$ cat src/rtl/slc_pkg.sv
package slc_pkg;

    localparam int REG_IDX_W = 6;

    typedef enum logic [2:0] {
        SZ_UBYTE = 3'd0,
        SZ_SBYTE = 3'd1,
        SZ_UHALF = 3'd2,
        SZ_SHALF = 3'd3,
        SZ_WORD  = 3'd4,
        SZ_DWORD = 3'd5,
        SZ_QWORD = 3'd6,
        SZ_BAD   = 3'd7
    } size_e;

endpackage

$ cat src/rtl/slc_align_unit.sv
module slc_align_unit #(
    parameter int DATA_W = 32,
    parameter int IDX_W  = 6
) (
    input  logic [2:0]        size,
    input  logic [DATA_W-1:0] ea,
    input  logic [IDX_W-1:0]  target_idx,
    output logic              addr_fault,
    output logic              reg_fault,
    output logic              illegal
);
    import slc_pkg::*;

    logic [3:0] addr_mask;
    logic [1:0] reg_mask;

    always_comb begin
        addr_mask = 4'h0;
        reg_mask  = 2'b00;
        illegal   = 1'b0;
        case (size_e'(size))
            SZ_UBYTE, SZ_SBYTE: addr_mask = 4'h0;
            SZ_UHALF, SZ_SHALF: addr_mask = 4'h1;
            SZ_WORD:            addr_mask = 4'h3;
            SZ_DWORD: begin
                addr_mask = 4'h7;
                reg_mask  = 2'b01;
            end
            SZ_QWORD: begin
                addr_mask = 4'hF;
                reg_mask  = 2'b11;
            end
            default:            illegal = 1'b1;
        endcase
        addr_fault = |(ea[3:0] & addr_mask);
        reg_fault  = |(target_idx[1:0] & reg_mask);
    end
endmodule

$ cat config.mk
export PLATFORM = sky130hd
export DESIGN_NAME = slc_align_unit
export DESIGN_NICKNAME = d
export VERILOG_FILES = /design/src/rtl/slc_pkg.sv /design/src/rtl/slc_align_unit.sv
export SDC_FILE = /design/constraint.sdc
export NUM_CORES = 1
export LEC_CHECK = 0
export BUFFER_PORTS_ARGS = -buffer_cell sky130_fd_sc_hd__buf_4
export CAP_MARGIN = 25
export CORE_AREA = 2 2 39 41
export DETAILED_ROUTE_END_ITERATION = 6
export DIE_AREA = 0 0 41 43
export PLACE_DENSITY_LB_ADDON = 0.1
export SLEW_MARGIN = 20
export SYNTH_ARGS = -nofsm -noshare
export SYNTH_HDL_FRONTEND = slang
export SYNTH_SLANG_ARGS = --single-unit
$ cat constraint.sdc
create_clock -name vclk -period 1.7
set_input_delay 0.51 -clock vclk [all_inputs]
set_output_delay 0.51 -clock vclk [all_outputs]
set_load 0.02 [all_outputs]
Yosys cells after proc, flatten, opt, wreduce, memory -nomap -nowiden
Cells that the tools add are included.
Operators by class
  equal/unequal tests: 6
  multiplexer cells: 3
  bitwise gates (word level): 2
  reduce and logical (&&, ||, !) cells: 5
Operators with widths (count)
  $pmux 4 s4: 1
  $eq 3x3->1 const B: 3
  $reduce_or 7->1: 1
  $eq 3x2->1 const B: 2
  $and 4x4->4: 1
  $pmux 2 s2: 1
  $reduce_or 2->1: 2
  $reduce_or 4->1: 1
  $eq 3x1->1 const B: 1
  $logic_not 3->1: 1
  $and 2x2->2: 1
  $mux 1: 1
Storage, ports and cells
  register bits: 0
  word-level logic and storage cells: 16

Logic depth before layout (Yosys ltp)
  depth after elaboration: 5
  depth in mapped cells: 3

Least setup slack after synthesis
OpenSTA, ideal clock, no wires.
  path type: input to output
  from: input port size[2]
  to: output port addr_fault
  arrival: 1456 ps
  required time: 1190 ps
  path slack: -266 ps
  stages on the path: 2
  path through: and3_2 nor4_1
On the way
  word-level cells in the longest chain between the ends: 5
  elaborated cells between the ends (all ways): 9
Ends and longest elaborated chain
  start: declaration: RTL line slc_align_unit.sv:5  | input logic [2:0] size,
  $eq 3x2->1: RTL line slc_align_unit.sv:21  | case (size_e'(size))
  $reduce_or 2->1: RTL line slc_align_unit.sv:21
  $pmux 4 s4 (*): RTL line slc_align_unit.sv:21
  $and 4x4->4 (*): RTL line slc_align_unit.sv:35  | addr_fault = |(ea[3:0] & addr_mask);
  $reduce_or 4->1 (*): RTL line slc_align_unit.sv:35
  end: declaration: RTL line slc_align_unit.sv:8  | output logic addr_fault,
Mark *: on every way between the ends. The rest lies on a longest branch, timed or not.

Worst setup path after layout
  from: input port ea[0]
  to: output port addr_fault
On the way
  word-level cells in the longest chain between the ends: 2
Ends and longest elaborated chain
  start: declaration: RTL line slc_align_unit.sv:6  | input logic [DATA_W-1:0] ea,
  $and 4x4->4: RTL line slc_align_unit.sv:35
  $reduce_or 4->1: RTL line slc_align_unit.sv:35
No other way between the ends.

==> flow_summary_export.csv <==
group,metric,value,unit
run_status,status,"complete, but fails checks",
run_status,violations,"setup timing",
cells_and_area,layout_common_cells,"buf_4, buf_6",
sta,slew_viol_final,0,
sta,tightest_slew,0.415,ns
logic_synthesis,synth_cells,11,
routing,routed_wl,404,um
logic_synthesis,synth.mux.area_fraction,0,%
routing,dr.pass1.iters,1,
floorplan,core-area,1380,sq um
cells_and_area,diodes,0,
setup_path,critPathArrivalTime,1.39,ns
setup_path,crit_type,"input pin to output port",
sta,rsz0062_at_grt,"yes",
logic_synthesis,syn-num-nets,52,
cells_and_area,nFlopsAndLatches,0,
logic_synthesis,synth-simple-area-share,57.7,%
global_route,grt_pass1_vias,113,
cells_and_area,fill_cells,154,
setup_path,endpoint_kind,"output port",
sta,relSlewSlack,72.3,%
logic_synthesis,synth.area.top_cells,"o21ai_0, a2111oi_0, and3_2",
sta,fin_crit,1.90,ns
job,max_cap_violations,0,
cells_and_area,nets,70,
setup_path,cp_top_family,"simple AND/OR/NAND/NOR gates",
cells_and_area,final_common_cell,"buf_4",
floorplan,io_pins,44,
setup_path,crit_buf_inv,2,
place,io_buffers,12,
setup_path,crit_path_max_fanout,2,
setup_path,cp.required,1.19,ns
place,gp_congestion,0.546,
sta,timing.final.crit_share,112,%
logic_synthesis,seq_area_frac_synth,0,%
logic_synthesis,synthAdderAreaFrac,0,%
clock_network,ctsHoldBuffers,0,
sta,whs,1.36,ns
sta,setup_violations,1,
pwr,vdd_drop_max,85.6,uV
cells_and_area,seq_area,0,sq um
logic_synthesis,synth_top_family_by_area,"simple AND/OR/NAND/NOR gates",
routing,routedWlPerCell,9.40,um
logic_synthesis,synth_compound_area_share,36.5,%
logic_synthesis,synth_top_cell_by_area,"o21ai_0",
logic_synthesis,syn_area_per_cell,5.91,sq um
routing,drc,0,
routing,viasPerCell,3.51,
cells_and_area,area_growth,302,%
sta,fmax,525,MHz
floorplan,dieArea,1760,sq um
global_route,antenna_found_initial,0,
global_route,grt_max_degree,5,
sta,setup_slack,-0.203,ns
logic_synthesis,ys_warn_count,0,
routing,ant_nets,0,
logic_synthesis,synth.distinct_cells,10,
sta,hold_viol,0,
floorplan,start_util,4.70,%
global_route,grt_usage,3.90,%
setup_path,max_stage_delay,0.38,ns
routing,drtIter0Drc,0,
cells_and_area,drive_above_1_share,77.8,%
cells_and_area,final_cell_count_no_fill,43,
place,place_ws,-0.248,ns
setup_path,crit_chain,"buf_6 -> or3_4 -> a21oi_4 -> nor4_4 -> buf_4",
floorplan,die_w,41,um
cells_and_area,clkbuf_count,0,
logic_synthesis,synth_area,65.1,sq um
global_route,grt_overflow,0,
pwr,power_density,247,nW/um^2
logic_synthesis,synth_top_area_share,15.4,%
place,place_inst,43,
cells_and_area,multiInputGateArea,103,sq um
floorplan,dieHeight,43,um
routing,vias,151,
setup_path,cp_slowest_cell,"or3_4",
pwr,p_leak,0.113,nW
global_route,grt_pass1_wl,496,um
setup_path,startpoint_type,"input pin",
worst_hold_path,hold_path_class,"input pin to output port",
logic_synthesis,synth-xor-area-share,0,%
floorplan,rows,14,
[kinds of logic (layout without fill, tap and decap cells)]
logic type	count (synthesis)	after routing
AOI/OAI and AO/OA	4	4
buffers and inverters	1	17
and+or+nand+nor	6	6
[cell type report]
cell class | count | share of cell area [%]
Inverter | 1 | 1.44
Tap cell | 16 | 7.66
Multi-Input combinational cell | 10 | 39.2
Timing Repair Buffer | 16 | 51.7
[Yosys cell counts (all sizes together)]
master	number
and3	1
o21ai	2
nor2	1
or3	1
nor4	1
and2	1
nand3b	1
inv	1
a21oi	1
a2111oi	1
[stage by stage]
stage | area, sq um | utilization (%) | power, W | setup TNS (ns)
finish | 262 | 18.9 | 0.0000647 | -0.203
global route | 262 | 18.9 | 0.0000696 | -0.237
CTS | 241 | 17.5 | 0.0000601 | -0.206
detailed placement | 230 | 16.6 | 0.0000572 | -0.255
global placement | 230 | 16.6 | 0.0000566 | -0.256
floorplan | 90.1 | - | 0.0000207 | 0
[worst paths after layout]
path	startpoint	end	slack [ns]	depth (start not counted)
hold / removal	size[2]	reg_fault	1.36	3
setup / recovery	ea[0]	addr_fault	-0.20	5
[power by group]
group | internal [W] | switching [W] | total, W
Clock | 0 | 0 | 0
Combinational | 0.0000386 | 0.0000261 | 0.0000647
Sequential | 0 | 0 | 0
Total | 0.0000386 | 0.0000261 | 0.0000647
[metal layers]
layer | vias up | track usage, % | wire, um
li1 | 76 | - | -
met1 | 63 | 7.28 | 200
met2 | 12 | 5.00 | 144
met3 | 0 | 0 | 59
met4 | 0 | 0 | 0
met5 | - | 0 | 0
[worst min-delay path, stage by stage]
cell	delay, ns
buf_4	0.09
and2_1	0.13
buf_6	0.11
[what timing repair did]
| item | 4_1_cts | 5_1_grt |
|---|---|---|
| setup endpoints to repair | 2 | 2 |
| pin swaps | 3 | 4 |
| buffers inserted | 0 | 0 |
| resized for setup | 3 | 5 |
(Power assumes the default switching activity.)
